[src/rtl/dmareg_pkg.sv]
package dmareg_pkg;
  localparam int REG_W = 32;
  localparam int MAX_CH = 32;
  localparam int CH_W = 5;

  localparam logic [31:0] CFG_RST = 32'h0007_C000;
  localparam logic [31:0] CFG_MASK = 32'h00FF_C087;
  localparam logic [31:0] IEN_MASK = 32'h0000_001F;
  localparam logic [31:0] TXACT_MASK = 32'hF000_0000;
  localparam logic [31:0] RXACT_MASK = 32'hC000_0000;
  localparam logic [7:0] BSZ_MASK = 8'hFF;

  // register numbers
  localparam int A_CFG = 'h180;
  localparam int A_ERR = 'h181;
  localparam int A_IEN = 'h182;
  localparam int A_TXSET = 'h184;
  localparam int A_TXRST = 'h185;
  localparam int A_TXEOB = 'h186;
  localparam int A_TXDERR = 'h187;
  localparam int A_RXSET = 'h190;
  localparam int A_RXRST = 'h191;
  localparam int A_RXEOB = 'h192;
  localparam int A_RXDERR = 'h193;
  localparam int A_TXPTR = 'h1A0;
  localparam int A_RXPTR = 'h1C0;
  localparam int A_RXBSZ = 'h1E0;

  typedef enum logic [3:0] {
    K_NONE, K_CFG, K_ERR, K_IEN, K_TXSET, K_TXRST, K_TXEOB, K_TXDERR,
    K_RXSET, K_RXRST, K_RXEOB, K_RXDERR, K_TXPTR, K_RXPTR, K_RXBSZ
  } regKind_e;

  // strobes from decode to storage
  typedef struct packed {
    logic wr;
    logic rd;
    logic softRst;
    regKind_e kind;
    logic [CH_W-1:0] chan;
  } regStrobe_t;
endpackage

[src/rtl/dmareg_decode.sv]
module dmareg_decode
  import dmareg_pkg::*;
#(
  parameter int ADDR_W = 10,
  parameter int TX_CH = 4,
  parameter int RX_CH = 2
) (
  input  logic              regSel,
  input  logic              regWr,
  input  logic [ADDR_W-1:0] regAddr,
  input  logic              wdataTop,
  output regStrobe_t        strb
);
  regKind_e kind;
  logic [CH_W-1:0] chan;

  always_comb begin
    kind = K_NONE;
    chan = '0;
    if (regAddr == ADDR_W'(A_CFG)) kind = K_CFG;
    else if (regAddr == ADDR_W'(A_ERR)) kind = K_ERR;
    else if (regAddr == ADDR_W'(A_IEN)) kind = K_IEN;
    else if (regAddr == ADDR_W'(A_TXSET)) kind = K_TXSET;
    else if (regAddr == ADDR_W'(A_TXRST)) kind = K_TXRST;
    else if (regAddr == ADDR_W'(A_TXEOB)) kind = K_TXEOB;
    else if (regAddr == ADDR_W'(A_TXDERR)) kind = K_TXDERR;
    else if (regAddr == ADDR_W'(A_RXSET)) kind = K_RXSET;
    else if (regAddr == ADDR_W'(A_RXRST)) kind = K_RXRST;
    else if (regAddr == ADDR_W'(A_RXEOB)) kind = K_RXEOB;
    else if (regAddr == ADDR_W'(A_RXDERR)) kind = K_RXDERR;
    else if (regAddr >= ADDR_W'(A_TXPTR) && regAddr < ADDR_W'(A_TXPTR + TX_CH)) begin
      kind = K_TXPTR;
      chan = CH_W'(regAddr - ADDR_W'(A_TXPTR));
    end else if (regAddr >= ADDR_W'(A_RXPTR) && regAddr < ADDR_W'(A_RXPTR + RX_CH)) begin
      kind = K_RXPTR;
      chan = CH_W'(regAddr - ADDR_W'(A_RXPTR));
    end else if (regAddr >= ADDR_W'(A_RXBSZ) && regAddr < ADDR_W'(A_RXBSZ + RX_CH)) begin
      kind = K_RXBSZ;
      chan = CH_W'(regAddr - ADDR_W'(A_RXBSZ));
    end
  end

  always_comb begin
    strb.kind = kind;
    strb.chan = chan;
    strb.wr = regSel && regWr && (kind != K_NONE);
    strb.rd = regSel && !regWr;
    strb.softRst = strb.wr && (kind == K_CFG) && wdataTop;
  end
endmodule

[src/rtl/dmareg_store.sv]
module dmareg_store
  import dmareg_pkg::*;
#(
  parameter int TX_CH = 4,  // at most MAX_CH
  parameter int RX_CH = 2   // at most MAX_CH
) (
  input  logic                   clk,
  input  logic                   rstN,
  input  regStrobe_t             strb,
  input  logic [REG_W-1:0]       regWdata,
  input  logic [TX_CH-1:0]       txEobSet,
  input  logic [TX_CH-1:0]       txDerrSet,
  input  logic [RX_CH-1:0]       rxEobSet,
  input  logic [RX_CH-1:0]       rxDerrSet,
  input  logic [REG_W-1:0]       errSet,
  output logic [REG_W-1:0]       regRdata,
  output logic [REG_W-1:0]       cfgQ,
  output logic [REG_W-1:0]       ienQ,
  output logic [REG_W-1:0]       txActSetQ,
  output logic [REG_W-1:0]       txActRstQ,
  output logic [REG_W-1:0]       rxActSetQ,
  output logic [REG_W-1:0]       rxActRstQ,
  output logic [TX_CH-1:0]       txEobStat,
  output logic [TX_CH-1:0]       txDerrStat,
  output logic [RX_CH-1:0]       rxEobStat,
  output logic [RX_CH-1:0]       rxDerrStat,
  output logic [TX_CH*REG_W-1:0] txPtrFlat,
  output logic [RX_CH*REG_W-1:0] rxPtrFlat,
  output logic [RX_CH*8-1:0]     rxBufSizeFlat
);
  logic [REG_W-1:0] cfgR, ienR, errR, txSetR, txRstR, rxSetR, rxRstR;
  logic [REG_W-1:0] cfgN, ienN, errN, txSetN, txRstN, rxSetN, rxRstN;
  logic [TX_CH-1:0] txEobR, txDerrR, txEobN, txDerrN;
  logic [RX_CH-1:0] rxEobR, rxDerrR, rxEobN, rxDerrN;
  logic [REG_W-1:0] txPtrR [TX_CH];
  logic [REG_W-1:0] rxPtrR [RX_CH];
  logic [7:0] rxBszR [RX_CH];
  regKind_e wrKind;

  // next state of the scalar and status registers
  always_comb begin
    wrKind = strb.wr ? strb.kind : K_NONE;
    cfgN = cfgR;
    ienN = ienR;
    txSetN = txSetR;
    txRstN = txRstR;
    rxSetN = rxSetR;
    rxRstN = rxRstR;
    case (wrKind)
      K_CFG: cfgN = regWdata & CFG_MASK;
      K_IEN: ienN = regWdata & IEN_MASK;
      K_TXSET: txSetN = regWdata & TXACT_MASK;
      K_TXRST: txRstN = regWdata & TXACT_MASK;
      K_RXSET: rxSetN = regWdata & RXACT_MASK;
      K_RXRST: rxRstN = regWdata & RXACT_MASK;
      default: ;
    endcase
    // clear by one, then set pulses on top so the set wins
    errN = (errR & ~((wrKind == K_ERR) ? regWdata : '0)) | errSet;
    txEobN = (txEobR & ~((wrKind == K_TXEOB) ? regWdata[TX_CH-1:0] : '0)) | txEobSet;
    txDerrN = (txDerrR & ~((wrKind == K_TXDERR) ? regWdata[TX_CH-1:0] : '0)) | txDerrSet;
    rxEobN = (rxEobR & ~((wrKind == K_RXEOB) ? regWdata[RX_CH-1:0] : '0)) | rxEobSet;
    rxDerrN = (rxDerrR & ~((wrKind == K_RXDERR) ? regWdata[RX_CH-1:0] : '0)) | rxDerrSet;
    if (strb.softRst) begin
      cfgN = CFG_RST;
      ienN = '0;
      errN = '0;
      txSetN = '0;
      txRstN = '0;
      rxSetN = '0;
      rxRstN = '0;
      txEobN = '0;
      txDerrN = '0;
      rxEobN = '0;
      rxDerrN = '0;
    end
  end

  always_ff @(posedge clk or negedge rstN) begin
    if (!rstN) begin
      cfgR <= CFG_RST;
      ienR <= '0;
      errR <= '0;
      txSetR <= '0;
      txRstR <= '0;
      rxSetR <= '0;
      rxRstR <= '0;
      txEobR <= '0;
      txDerrR <= '0;
      rxEobR <= '0;
      rxDerrR <= '0;
    end else begin
      cfgR <= cfgN;
      ienR <= ienN;
      errR <= errN;
      txSetR <= txSetN;
      txRstR <= txRstN;
      rxSetR <= rxSetN;
      rxRstR <= rxRstN;
      txEobR <= txEobN;
      txDerrR <= txDerrN;
      rxEobR <= rxEobN;
      rxDerrR <= rxDerrN;
    end
  end

  // per-channel arrays
  for (genvar c = 0; c < TX_CH; c++) begin : g_txch
    always_ff @(posedge clk or negedge rstN) begin
      if (!rstN) txPtrR[c] <= '0;
      else if (strb.softRst) txPtrR[c] <= '0;
      else if (wrKind == K_TXPTR && strb.chan == CH_W'(c)) txPtrR[c] <= regWdata;
    end
    assign txPtrFlat[c*REG_W +: REG_W] = txPtrR[c];
  end

  for (genvar c = 0; c < RX_CH; c++) begin : g_rxch
    always_ff @(posedge clk or negedge rstN) begin
      if (!rstN) begin
        rxPtrR[c] <= '0;
        rxBszR[c] <= '0;
      end else if (strb.softRst) begin
        rxPtrR[c] <= '0;
        rxBszR[c] <= '0;
      end else begin
        if (wrKind == K_RXPTR && strb.chan == CH_W'(c)) rxPtrR[c] <= regWdata;
        if (wrKind == K_RXBSZ && strb.chan == CH_W'(c)) rxBszR[c] <= regWdata[7:0] & BSZ_MASK;
      end
    end
    assign rxPtrFlat[c*REG_W +: REG_W] = rxPtrR[c];
    assign rxBufSizeFlat[c*8 +: 8] = rxBszR[c];
  end

  // read mux
  always_comb begin
    regRdata = '0;
    if (strb.rd) begin
      case (strb.kind)
        K_CFG: regRdata = cfgR;
        K_ERR: regRdata = errR;
        K_IEN: regRdata = ienR;
        K_TXSET: regRdata = txSetR;
        K_TXRST: regRdata = txRstR;
        K_RXSET: regRdata = rxSetR;
        K_RXRST: regRdata = rxRstR;
        K_TXEOB: regRdata = REG_W'(txEobR);
        K_TXDERR: regRdata = REG_W'(txDerrR);
        K_RXEOB: regRdata = REG_W'(rxEobR);
        K_RXDERR: regRdata = REG_W'(rxDerrR);
        K_TXPTR:
          for (int i = 0; i < TX_CH; i++)
            if (strb.chan == CH_W'(i)) regRdata = txPtrR[i];
        K_RXPTR:
          for (int i = 0; i < RX_CH; i++)
            if (strb.chan == CH_W'(i)) regRdata = rxPtrR[i];
        K_RXBSZ:
          for (int i = 0; i < RX_CH; i++)
            if (strb.chan == CH_W'(i)) regRdata = REG_W'(rxBszR[i]);
        default: regRdata = '0;
      endcase
    end
  end

  assign cfgQ = cfgR;
  assign ienQ = ienR;
  assign txActSetQ = txSetR;
  assign txActRstQ = txRstR;
  assign rxActSetQ = rxSetR;
  assign rxActRstQ = rxRstR;
  assign txEobStat = txEobR;
  assign txDerrStat = txDerrR;
  assign rxEobStat = rxEobR;
  assign rxDerrStat = rxDerrR;
endmodule

[src/rtl/dma_ctl_regfile.sv]
module dma_ctl_regfile
  import dmareg_pkg::*;
#(
  parameter int ADDR_W = 10,
  parameter int TX_CH = 4,
  parameter int RX_CH = 2
) (
  input  logic                  clk,
  input  logic                  rstN,
  input  logic                  regSel,
  input  logic                  regWr,
  input  logic [ADDR_W-1:0]     regAddr,
  input  logic [31:0]           regWdata,
  output logic [31:0]           regRdata,
  input  logic [TX_CH-1:0]      txEobSet,
  input  logic [TX_CH-1:0]      txDerrSet,
  input  logic [RX_CH-1:0]      rxEobSet,
  input  logic [RX_CH-1:0]      rxDerrSet,
  input  logic [31:0]           errSet,
  output logic [31:0]           cfgQ,
  output logic [31:0]           txActSetQ,
  output logic [31:0]           txActRstQ,
  output logic [31:0]           rxActSetQ,
  output logic [31:0]           rxActRstQ,
  output logic [TX_CH*32-1:0]   txPtrFlat,
  output logic [RX_CH*32-1:0]   rxPtrFlat,
  output logic [RX_CH*8-1:0]    rxBufSizeFlat,
  output logic [3:0]            irqOut
);
  regStrobe_t strb;
  logic [31:0] ienQ;
  logic [TX_CH-1:0] txEobStat, txDerrStat;
  logic [RX_CH-1:0] rxEobStat, rxDerrStat;

  dmareg_decode #(.ADDR_W(ADDR_W), .TX_CH(TX_CH), .RX_CH(RX_CH)) u_decode (
    .regSel(regSel),
    .regWr(regWr),
    .regAddr(regAddr),
    .wdataTop(regWdata[31]),
    .strb(strb)
  );

  dmareg_store #(.TX_CH(TX_CH), .RX_CH(RX_CH)) u_store (
    .clk(clk),
    .rstN(rstN),
    .strb(strb),
    .regWdata(regWdata),
    .txEobSet(txEobSet),
    .txDerrSet(txDerrSet),
    .rxEobSet(rxEobSet),
    .rxDerrSet(rxDerrSet),
    .errSet(errSet),
    .regRdata(regRdata),
    .cfgQ(cfgQ),
    .ienQ(ienQ),
    .txActSetQ(txActSetQ),
    .txActRstQ(txActRstQ),
    .rxActSetQ(rxActSetQ),
    .rxActRstQ(rxActRstQ),
    .txEobStat(txEobStat),
    .txDerrStat(txDerrStat),
    .rxEobStat(rxEobStat),
    .rxDerrStat(rxDerrStat),
    .txPtrFlat(txPtrFlat),
    .rxPtrFlat(rxPtrFlat),
    .rxBufSizeFlat(rxBufSizeFlat)
  );

  // one line per enabled status group
  assign irqOut[0] = ienQ[0] & (|txEobStat);
  assign irqOut[1] = ienQ[1] & (|rxEobStat);
  assign irqOut[2] = ienQ[2] & (|txDerrStat);
  assign irqOut[3] = ienQ[3] & (|rxDerrStat);
endmodule

[config.mk]
export PLATFORM = sky130hd
export DESIGN_NAME = dma_ctl_regfile
export DESIGN_NICKNAME = d
export VERILOG_FILES = /design/src/rtl/dmareg_pkg.sv /design/src/rtl/dmareg_decode.sv /design/src/rtl/dmareg_store.sv /design/src/rtl/dma_ctl_regfile.sv
export SDC_FILE = /design/constraint.sdc
export NUM_CORES = 1
export LEC_CHECK = 0
export ABC_AREA = 1
export BUFFER_PORTS_ARGS = -buffer_cell sky130_fd_sc_hd__buf_2
export CORE_AREA = 2 2 193 195
export CTS_CLUSTER_DIAMETER = 120
export CTS_CLUSTER_SIZE = 25
export DETAILED_ROUTE_END_ITERATION = 7
export DIE_AREA = 0 0 195 197
export PLACE_DENSITY_LB_ADDON = 0.08
export SLEW_MARGIN = 40
export SYNTH_ARGS = -nofsm -noshare
export SYNTH_HDL_FRONTEND = slang
export SYNTH_SLANG_ARGS = --single-unit
[constraint.sdc]
create_clock -name clk -period 2.86 [get_ports clk]
set_clock_uncertainty 0.1 [all_clocks]
set_input_delay 0.143 -clock clk [delete_from_list [all_inputs] [get_ports clk]]
set_output_delay 0.143 -clock clk [all_outputs]
set_load 0.005 [all_outputs]
==> results of run 1 <==
kinds of logic after synthesis:
group           Yosys count
compound gates          208
flops                   283
simple gates           1262
buf+inv                 418
other cells               1
synth_stat cells (all sizes together):
cell and count:
nand2 792, nand3 281, dfrtp 278, buf 224, inv 166, nor2 130, a21oi 80, o21ai 80
or2 27, o211ai 26, clkbuf 25, a22oi 15, nand4 13, nor3 10, dfstp 5, nand3b 5
clkinv 3, a221oi 2, nor4 2, a22o 1, conb 1, nor3b 1, nor4b 1, o2111ai 1
o21a 1, o22ai 1, o41a 1
report_power, final:
group          switching, uW  internal (uW)  total (uW)
Clock                   1410            996        2400
Sequential              1.90           4000        4000
Combinational            332            159         491
worst max-delay path, delay by kind of cell:
kind            cells  cell delay, ns
buf+inv             7            1.48
simple gates        7            1.20
compound gates      1            0.17
cell type report:
class / count / share of cell area, %
Sequential cell: 283 / 35.8
Inverter: 169 / 3.20
Tap cell: 468 / 2.96
Clock inverter: 2 / 0.101
Multi-Input combinational cell: 1604 / 35.6
Clock buffer: 20 / 1.99
Timing Repair Buffer: 571 / 20.4
layer usage:
metal,vias up,GRT usage (%)
li1,7552,-
met1,7823,45.8
met2,878,53.3
met3,103,4.74
met4,0,12.0
met5,-,0
state kept, by name, summed over array words and instances (netlist names):
name and flops:
u_store.rxPtrFlat 64, u_store.rxEobStat 2, u_store.txDerrStat 4, u_store.txActRstQ 4, u_store.rxBufSizeFlat 16, u_store.rxActSetQ 2
u_store.txEobStat 4, u_store.rxActRstQ 2, u_store.cfgQ 14, u_store.txActSetQ 4, u_store.txPtrFlat 128, u_store.errR 32
u_store.ienQ 5, u_store.rxDerrStat 2
metrics by stage:
step | cells | hold WS [ns]
after floorplan | 2305 | -0.253
after global placement | 2974 | 0.0892
after detailed placement | 2974 | 0.0808
after CTS | 3117 | 0.0314
after global routing | 3117 | 0.0706
final | 3117 | 0.0380
timing repair:
| action | 4_1_cts | 5_1_grt |
|---|---|---|
| buffers inserted | 0 | 0 |
| hold buffers | 121 | 0 |
| hold endpoints to repair | 210 | 0 |
| resized for setup | 0 | 1 |
| setup endpoints to repair | 0 | 10 |
placed cells by master (no fill, tap or decap), types with 2 or more instances in the layout:
| cell type | synthesis | routed |
|---|---|---|
| nand3_1 | 279 | 278 |
| clkbuf_1 | 25 | 5 |
| o21ai_1 | 20 | 20 |
| inv_1 | 146 | 146 |
| buf_4 | 160 | 64 |
| buf_12 | 0 | 26 |
| dfstp_2 | 5 | 5 |
| dlygate4sd3_1 | 0 | 121 |
| a221oi_1 | 2 | 2 |
| conb_1 | 1 | 134 |
| dfrtp_1 | 278 | 278 |
| a22oi_1 | 15 | 15 |
| o211ai_1 | 26 | 26 |
| or2_2 | 25 | 25 |
| nor2_4 | 4 | 6 |
| nor2_1 | 121 | 121 |
| o21ai_0 | 60 | 60 |
| a21oi_1 | 80 | 80 |
| buf_2 | 59 | 358 |
| nand3b_1 | 5 | 5 |
| inv_2 | 20 | 20 |
| nand3_2 | 2 | 3 |
| nor4_1 | 2 | 2 |
| or2_0 | 2 | 2 |
| nand2_1 | 781 | 779 |
| nor2_2 | 5 | 3 |
| nand4_1 | 11 | 11 |
| clkbuf_16 | 0 | 15 |
| nand2_2 | 11 | 13 |
| clkinv_1 | 3 | 3 |
| nor3_1 | 8 | 8 |
worst paths after layout:
kind                                            endpoint  depth (start not counted)                  from  slack (ns)
worst max register to register      u_store.txEobStat[2]                          3  u_store.txEobStat[2]        1.50
worst min-delay path            u_store.rxBufSizeFlat[1]                          3           regWdata[1]        0.04
min in group asynchronous          u_store.txPtrFlat[86]                          2                  rstN        0.10
max in group asynchronous           u_store.rxPtrFlat[1]                          3                  rstN        1.74
worst min register to register          u_store.cfgQ[18]                          2      u_store.cfgQ[18]        0.40
worst max-delay path                     u_store.errR[3]                         15            regAddr[5]        0.17
==> results.ini, run 1 <==
[status]
status = completed

[cells_and_area]
diodes = 0
area_delta_synth_final_pct = 24.8
multiInputGateArea_sq_um = 7040
nNetsFinal = 2734
ff_latch_area_sq_um = 7090
final_area_sq_um = 19800
drive_gt1_share_pct = 20.6
final_util_pct = 54.6
fillers = 3578

[pwr]
finalPower_uw = 6900
leakage_uw = 0.0115
irDropWorstVdd_mv = 0.283
power_density_nw_per_um2 = 348

[place]
hpwl_microns = 46600
io_buffers = 359
dpl_cell_area_sq_um = 18200
place_congestion = 0.964
dp_worst_setup_slack_ns = 0.0988

[sta]
post-route-period-util_pct = 94.1
slew_viol_final = 0
relSlewSlack_pct = 57.0
final_hold_viol_count = 0
finalSetupViolCount = 0
grt_setup_unrepaired = false
fmax_mhz = 372
fin_ws_ns = 0.169
setup-tns-final_ns = 0
finalCriticalPeriod_ns = 2.69
tightest_slew_ns = 0.645

[detailed_routing]
remaining_drc_errors = 0
wl_per_cell_microns = 20.8
wl_microns = 64900
wl_met1_microns = 27000
via_count = 16400
drt-initial-drc-count = 1441
avgViaCountPerCell = 5.25
top_layer = met4
first_pass_iters = 6
ant_nets = 0
wl_met2_microns = 29900
route.met3.wl_microns = 5490

[worst_hold_path]
hold_class = primary input to flip-flop

[grt]
grt_max_degree = 75
grt_usage_pct = 33.1
grt-ovfl-total = 0
grt_pass1_wl_microns = 97000
antenna_found_initial = 0
grt_pass1_vias = 15500

[worst_setup_path]
slowest_delay_ns = 0.58
cp-start-kind = primary input
critPathSlowestCell = dlygate4sd3_1
path_max_fanout = 32
cp-end-kind = flip-flop
crit_path_cell_trace = buf_2 -> inv_2 -> nand2_1 -> nor2_4 -> buf_4 -> nand3_1 -> nand2_1 -> nor3_1 -> nand3_2 -> nand4_4 -> buf_12 -> inv_2 -> buf_6 -> a21oi_1 -> dlygate4sd3_1
crit_required_ns = 3.19
setup.worst_path.class = primary input to flip-flop
arrival_ns = 3.02

[synthesis]
yosysTopAreaCell = dfrtp_1
ys_top_cells_by_area = dfrtp_1, nand2_1, nand3_1
synth_cells = 2172
ys_seq_elements = 283
syn_avg_cell_area_sq_um = 7.30
synthDistinctLibCells = 40
synth_simple_gate_area_share_pct = 33.7
synthAdderAreaFrac_pct = 0
synth.top_cell.area_share_pct = 43.9
synth_top_family_by_area = simple AND/OR/NAND/NOR gates
seq_area_frac_synth_pct = 44.7
synth.area.mux_share_pct = 0
netlist_area_sq_um = 15900
synth_warnings = 0
synth_xor_area_share_pct = 0
synth_compound_area_share_pct = 7.37

[clocking]
cts_buffers = 15
htree_levels = 1
clock_path_buffers = 3
cts-root-buf = clkbuf_16
clk_pin_slew_ns = 0.11
clk_latency_ns = 0.51
tritoncts = done
clock-sinks = 283

[floorplan]
initial_core_util_pct = 43.7
ioPinCount = 494
num_rows = 70
die_height_microns = 197
die_w_microns = 195
dieArea_sq_um = 38400
core_area_sq_um = 36300

[run]
maxCapViolCount = 0

(Power assumes the default switching activity.)
==> run 2, diff against run 1 <==
- CORE_AREA: 2 2 193 195 -> 2 2 195 197
- DIE_AREA: 0 0 195 197 -> 0 0 197 199
- SYNTH_HIERARCHICAL: not set -> 1
==> run 2 against run 1 <==
  * Cell count down 7.3%
  * Count of clock-buffer cells in the layout unchanged
  * Worst hold slack worse by 0.012 ns
  * Non-clock buffer count is 26 lower
  * Combinational power is 66% higher
  * Sequential share of layout area rose by 1.4 points
  * Design area shrank 3.7%
  * Die area up 2.1%
  * Worst setup slack lost 0.026 ns
  * Critical endpoint is now regRdata[15]
  * Largest cell class unchanged
  * Largest power group unchanged
==> results.ini, run 2 <==
[synthesis]
synth_warnings = 6  ; was 0
synth_cells = 1952  ; was 2172
netlist_area_sq_um = 15000  ; was 15900 sq um
syn_avg_cell_area_sq_um = 7.70  ; was 7.30 sq um

[pwr]
internal_power_uw = 5400  ; was 5160 uW
switchingPower_uw = 2030  ; was 1740 uW
p_clk_share_pct = 32.4  ; was 34.8%
p_comb_share_pct = 11.0  ; was 7.1%
leakage_uw = 0.00982  ; was 0.0115 uW
power_density_nw_per_um2 = 390  ; was 348 nW/um^2
pwr-share-seq_pct = 56.6  ; was 58.0%
power_switching_share_pct = 27.3  ; was 25.2%
irDropWorstVdd_mv = 0.449  ; was 0.283 mV

[cells_and_area]
fillers = 3666  ; was 3578
final_common_cell = nand2_1  ; unchanged
layout_common_cells = nand2_1, buf_2, dfrtp_1  ; was nand2_1, buf_2, nand3_1, dfrtp_1, inv_1
nNetsFinal = 2497  ; was 2734
ff_latch_area_sq_um = 7090  ; unchanged
drive_gt1_share_pct = 21.7  ; was 20.6%
area_delta_synth_final_pct = 26.8  ; was 24.8%
final_area_sq_um = 19100  ; was 19800 sq um
largest_reg_flops = 128  ; unchanged
multiInputGateArea_sq_um = 6490  ; was 7040 sq um

[grt]
grt_max_degree = 80  ; was 75
grt_pass1_wl_microns = 87100  ; was 97000 microns
grt-ovfl-total = 0  ; unchanged
grt_usage_pct = 29.5  ; was 33.1%
antenna_found_initial = 0  ; unchanged
grt_pass1_vias = 14400  ; was 15500

[clocking]
cts-root-buf = clkbuf_16  ; unchanged
clock-sinks = 283  ; unchanged
cts_buffers = 15  ; unchanged
clock_path_buffers = 3  ; unchanged
clk_pin_slew_ns = 0.10  ; was 0.11 ns
clk_latency_ns = 0.52  ; was 0.51 ns
htree_levels = 1  ; unchanged
tritoncts = done  ; unchanged

[sta]
slew_viol_final = 0  ; unchanged
holdWs_ns = 0.0257  ; was 0.0380 ns
final_hold_viol_count = 0  ; unchanged
finalSetupViolCount = 0  ; unchanged
relSlewSlack_pct = 51.8  ; was 57.0%
post-route-period-util_pct = 95.0  ; was 94.1%
finalCriticalPeriod_ns = 2.72  ; was 2.69 ns
tightest_slew_ns = 0.720  ; was 0.645 ns
fmax_mhz = 368  ; was 372 MHz

[floorplan]
dieArea_sq_um = 39200  ; was 38400 sq um
die_height_microns = 199  ; was 197 microns
initial_core_util_pct = 40.5  ; was 43.7%
die_w_microns = 197  ; was 195 microns
num_rows = 71  ; was 70
core_area_sq_um = 37100  ; was 36300 sq um
ioPinCount = 494  ; unchanged

[place]
hpwl_microns = 42000  ; was 46600 microns
dpl_cell_area_sq_um = 17400  ; was 18200 sq um
place_congestion = 0.965  ; was 0.964
io_buffers = 359  ; unchanged

[worst_setup_path]
setup.worst_path.class = primary input to output pin  ; was primary input to flip-flop
crit_required_ns = 2.62  ; was 3.19 ns
r2r_cells = 3  ; unchanged
cp-end-kind = output pin  ; was flip-flop
cp-start-kind = primary input  ; unchanged
rrSetupSlack_ns = 1.45  ; was 1.50 ns
timing.rr.start = u_store/txEobStat[1]  ; was u_store.txEobStat[2]
crit_end = regRdata[15]  ; was u_store.errR[3]
path_max_fanout = 23  ; was 32
r2r_end = u_store/txEobStat[1]  ; was u_store.txEobStat[2]
arrival_ns = 2.47  ; was 3.02 ns
critPathLaunch = regAddr[9]  ; was regAddr[5]

[detailed_routing]
remaining_drc_errors = 0  ; unchanged
via_count = 14900  ; was 16400
ant_nets = 0  ; unchanged
wl_microns = 58800  ; was 64900 microns
wl_per_cell_microns = 20.3  ; was 20.8 microns
first_pass_iters = 5  ; was 6
avgViaCountPerCell = 5.16  ; was 5.25
drt-initial-drc-count = 1004  ; was 1441

[worst_hold_path]
hold_class = primary input to async pin  ; was primary input to flip-flop

[status]
status = completed  ; unchanged

[run]
maxCapViolCount = 0  ; unchanged

[run 2: cell types whose count changed in the layout (fill, tap and decap cells not counted), moves of 15 or more]
cell	change
nand2_1	-287
nand3_1	-195
o21ai_0	+165
o21ai_1	+53
nand4_1	+35
nor2_1	+26
or2_2	-25
o211ai_1	+21
buf_4	-18
a22oi_1	-15
[run 2: final cells by class]
cell class              instances  area share (%)
clock buffers                  20            2.07
diodes                          1          0.0131
repair buffers                545            20.2
clock inverters                 3           0.151
multi-input cells            1398            34.0
flip-flops and latches        283            37.2
inverters                     164            3.27
well taps                     474            3.11
[run 2: worst min-delay path by stage]
| stage | end | depth (start not counted) | startpoint | slack (ns) |
|---|---|---|---|---|
| floorplan | u_store/cfgQ[0] | 0 | rstN | -0.25 |
| global placement | u_store/errR[5] | 1 | rstN | -0.03 |
| detailed placement | u_store/errR[5] | 1 | rstN | -0.02 |
| CTS | u_store/cfgQ[23] | 6 | regWdata[23] | 0.001 |
| global route | u_store/errR[5] | 2 | rstN | 0.06 |
| finish | u_store/errR[5] | 2 | rstN | 0.03 |
[run 2: repair_timing]
action | in CTS | in global routing
endpoints found under the setup margin | 7 | 32
buffers inserted | 0 | 3
hold buffers | 110 | 0
resized for setup | 4 | 32
pin swaps | 1 | 4
endpoints found under the hold margin | 373 | 0
[run 2: critical path, cell delays in order]
cell and delay [ns]:
buf_2 0.12, inv_1 0.08, nand2_2 0.08, nor2_4 0.14, nand2_1 0.07, nor2_2 0.11
buf_4 0.13, nor2_4 0.05, nor4_4 0.16, buf_4 0.17, buf_4 0.16, nand3_4 0.11
clkinv_2 0.12, buf_12 0.19, nand2_1 0.06, nand2_1 0.05, a21oi_1 0.12, a21oi_2 0.23
buf_2 0.15
[run 2: per-stage QoR]
step	setup WS, ns	instances	TNS, ns	total power [uW]	util (%)
after floorplan	0.368	2087	0	4680	-
after global placement	-0.122	2749	-3.69	4990	46.7
after detailed placement	-0.0396	2751	-0.106	5000	46.9
after CTS	0.0143	2884	0	7470	51.0
after global routing	-0.0267	2887	-0.0873	7750	51.3
final	0.143	2888	0	7430	51.3
[run 2: metal layers]
layer,GRT usage (%),part of all wire [%],vias up
met5,0,0,-
met1,37.5,40,7150
met2,49.7,48,665
met4,11.7,4.1,0
li1,-,-,6990
met3,5.60,8.0,98
[run 2: power groups by stage]
stage	Clock, uW	Sequential, uW	Combinational [uW]
final	2410	4210	814
after global routing	2620	4220	908
after CTS	2470	4210	793
after detailed placement	0	4280	718
after global placement	0	4280	711
after floorplan	0	4270	405
==> run 3, diff against run 2 <==
- clock period: 2.86 -> 3.3 ns (I/O delays scaled with it)
==> run 3 against run 2 <==
  * Wire length grew 2.0%
  * Worst hold slack got worse by 0.0072 ns
  * Via count rose by 1.0%
  * Count of clock-buffer cells in the layout is 2 higher
  * Critical path type unchanged
==> results.ini, run 3 (synthesized netlist as in run 2, its figures left out) <==
[floorplan]
initial_core_util_pct = 40.5  ; unchanged
ioPinCount = 494  ; unchanged
num_rows = 71  ; unchanged
dieArea_sq_um = 39200  ; unchanged
die_height_microns = 199  ; unchanged
die_w_microns = 197  ; unchanged
core_area_sq_um = 37100  ; unchanged

[sta]
relSlewSlack_pct = 50.8  ; was 51.8%
holdWs_ns = 0.0184  ; was 0.0257 ns
tightest_slew_ns = 0.738  ; was 0.720 ns
grt_setup_unrepaired = false
finalSetupViolCount = 0  ; unchanged
post-route-period-util_pct = 90.0
final_hold_viol_count = 0  ; unchanged
setup-tns-final_ns = 0  ; unchanged
fmax_mhz = 337
slew_viol_final = 0  ; unchanged
fin_ws_ns = 0.330  ; was 0.143 ns
finalCriticalPeriod_ns = 2.97

[cells_and_area]
largest_reg_flops = 128  ; unchanged
diodes = 0  ; was 1
final_common_cell = nand2_1  ; unchanged
area_delta_synth_final_pct = 24.1  ; was 26.8%
final_util_pct = 50.2  ; was 51.3%
nNetsFinal = 2474  ; was 2497
layout_common_cells = nand2_1, buf_2, dfrtp_1  ; unchanged
fin_cells = 2864  ; was 2888
drive_gt1_share_pct = 20.5  ; was 21.7%

[place]
io_buffers = 359  ; unchanged
dp_cells = 2738  ; was 2751
dp_worst_setup_slack_ns = 0.106  ; was -0.0396 ns
place_congestion = 0.982  ; was 0.965
hpwl_microns = 42800  ; was 42000 microns

[grt]
grt_pass1_vias = 14700  ; was 14400
antenna_found_initial = 1  ; was 0
grt-ovfl-total = 0  ; unchanged
grt_max_degree = 80  ; unchanged
grt_usage_pct = 30.1  ; was 29.5%
grt_pass1_wl_microns = 89100  ; was 87100 microns

[detailed_routing]
first_pass_iters = 5  ; unchanged
wl_microns = 59900  ; was 58800 microns
via_count = 15100  ; was 14900
ant_nets = 0  ; unchanged
drt-initial-drc-count = 1208  ; was 1004
wl_per_cell_microns = 20.9  ; was 20.3 microns
remaining_drc_errors = 0  ; unchanged
avgViaCountPerCell = 5.26  ; was 5.16

[run]
maxCapViolCount = 0  ; unchanged

[worst_setup_path]
cp-end-kind = output pin  ; unchanged
crit_path_cell_trace = buf_2 -> nor2_2 -> nand2_1 -> nor2_2 -> nand2_2 -> nor2_1 -> a21oi_1 -> or2_1 -> nor2_2 -> nand2_1 -> inv_2 -> buf_12 -> a21oi_1 -> a21oi_1 -> buf_2  ; was buf_2 -> inv_1 -> nand2_2 -> nor2_4 -> nand2_1 -> nor2_2 -> buf_4 -> nor2_4 -> nor4_4 -> buf_4 -> buf_4 -> nand3_4 -> clkinv_2 -> buf_12 -> nand2_1 -> nand2_1 -> a21oi_1 -> a21oi_2 -> buf_2
path_max_fanout = 26  ; was 23
slowest_delay_ns = 0.28  ; was 0.23 ns
arrival_ns = 2.71  ; was 2.47 ns
cp-start-kind = primary input  ; unchanged
setup.worst_path.class = primary input to output pin  ; unchanged
critPathSlowestCell = or2_1  ; was a21oi_2
crit_required_ns = 3.03  ; was 2.62 ns

[clocking]
clk_latency_ns = 0.52  ; about the same
cts-root-buf = clkbuf_16  ; unchanged
postCtsSetupBuffers = 0  ; unchanged
clk_pin_slew_ns = 0.10  ; about the same
clock_path_buffers = 3  ; unchanged
clock-sinks = 283  ; unchanged
cts_buffers = 15  ; unchanged
tritoncts = done  ; unchanged
htree_levels = 1  ; unchanged

[worst_hold_path]
hold_class = primary input to flip-flop  ; was primary input to async pin

[pwr]
irDropWorstVdd_mv = 0.293  ; was 0.449 mV
leakage_uw = 0.00967  ; was 0.00982 uW
power_density_nw_per_um2 = 345  ; was 390 nW/um^2

[status]
status = completed  ; unchanged

## run 3: routing by layer
metal	vias up	GRT usage (%)	wire length [microns]	share of wire [%]
li1	6923	-	-	-
met1	7311	37.7	23700	39
met2	695	51.4	28700	48
met3	123	5.88	5070	8.5
met4	2	11.6	2510	4.2
met5	-	0	11	0.018
## run 3: worst paths after layout
check / from / endpoint / slack (ns) / depth (start not counted)
min in group asynchronous: rstN / u_store/rxBufSizeFlat[7] / 0.05 / 2
setup reg to reg: u_store/errR[9] / u_store/errR[9] / 1.90 / 3
max in group asynchronous: rstN / u_store/txPtrFlat[127] / 1.95 / 4
hold / removal: regWdata[30] / u_store/txPtrFlat[62] / 0.02 / 5
setup / recovery: regAddr[4] / regRdata[22] / 0.33 / 15
hold reg to reg: u_store/txPtrFlat[29] / u_store/txPtrFlat[29] / 0.42 / 2
## run 3: cell type report
| type | instances | area [sq um] |
|---|---|---|
| clock buffers | 22 | 402 |
| fillers | 3692 | 18500 |
| clock inverters | 1 | 20.0 |
| repair buffers | 522 | 3540 |
| flip-flops and latches | 283 | 7090 |
| well taps | 474 | 593 |
| multi-input cells | 1398 | 6400 |
| inverters | 164 | 617 |
## run 3: through the flow
stage               power, uW  cell area, sq um
CTS                      6480             18700
floorplan                4050             15500
global route             6690             18700
finish                   6440             18700
global placement         4330             17100
detailed placement       4340             17200
## run 3: what timing repair did
action                                  CTS  global route
endpoints found under the setup margin    0             3
hold buffers                            103             0
gates resized for setup                   0             2
hold endpoints to repair                219             0
## run 3: worst max-delay path: cells and delay by family
family | cells | cell delay, ns
AOI/OAI and AO/OA | 3 | 0.46
buffers and inverters | 4 | 0.79
and+or+nand+nor | 8 | 1.28
## run 3: power breakdown
part           leakage, uW  switching, uW  total [uW]  internal, uW
sequential         0.00359           84.6        3650          3560
clock             0.000203           1220        2090           874
combinational      0.00588            455         700           245
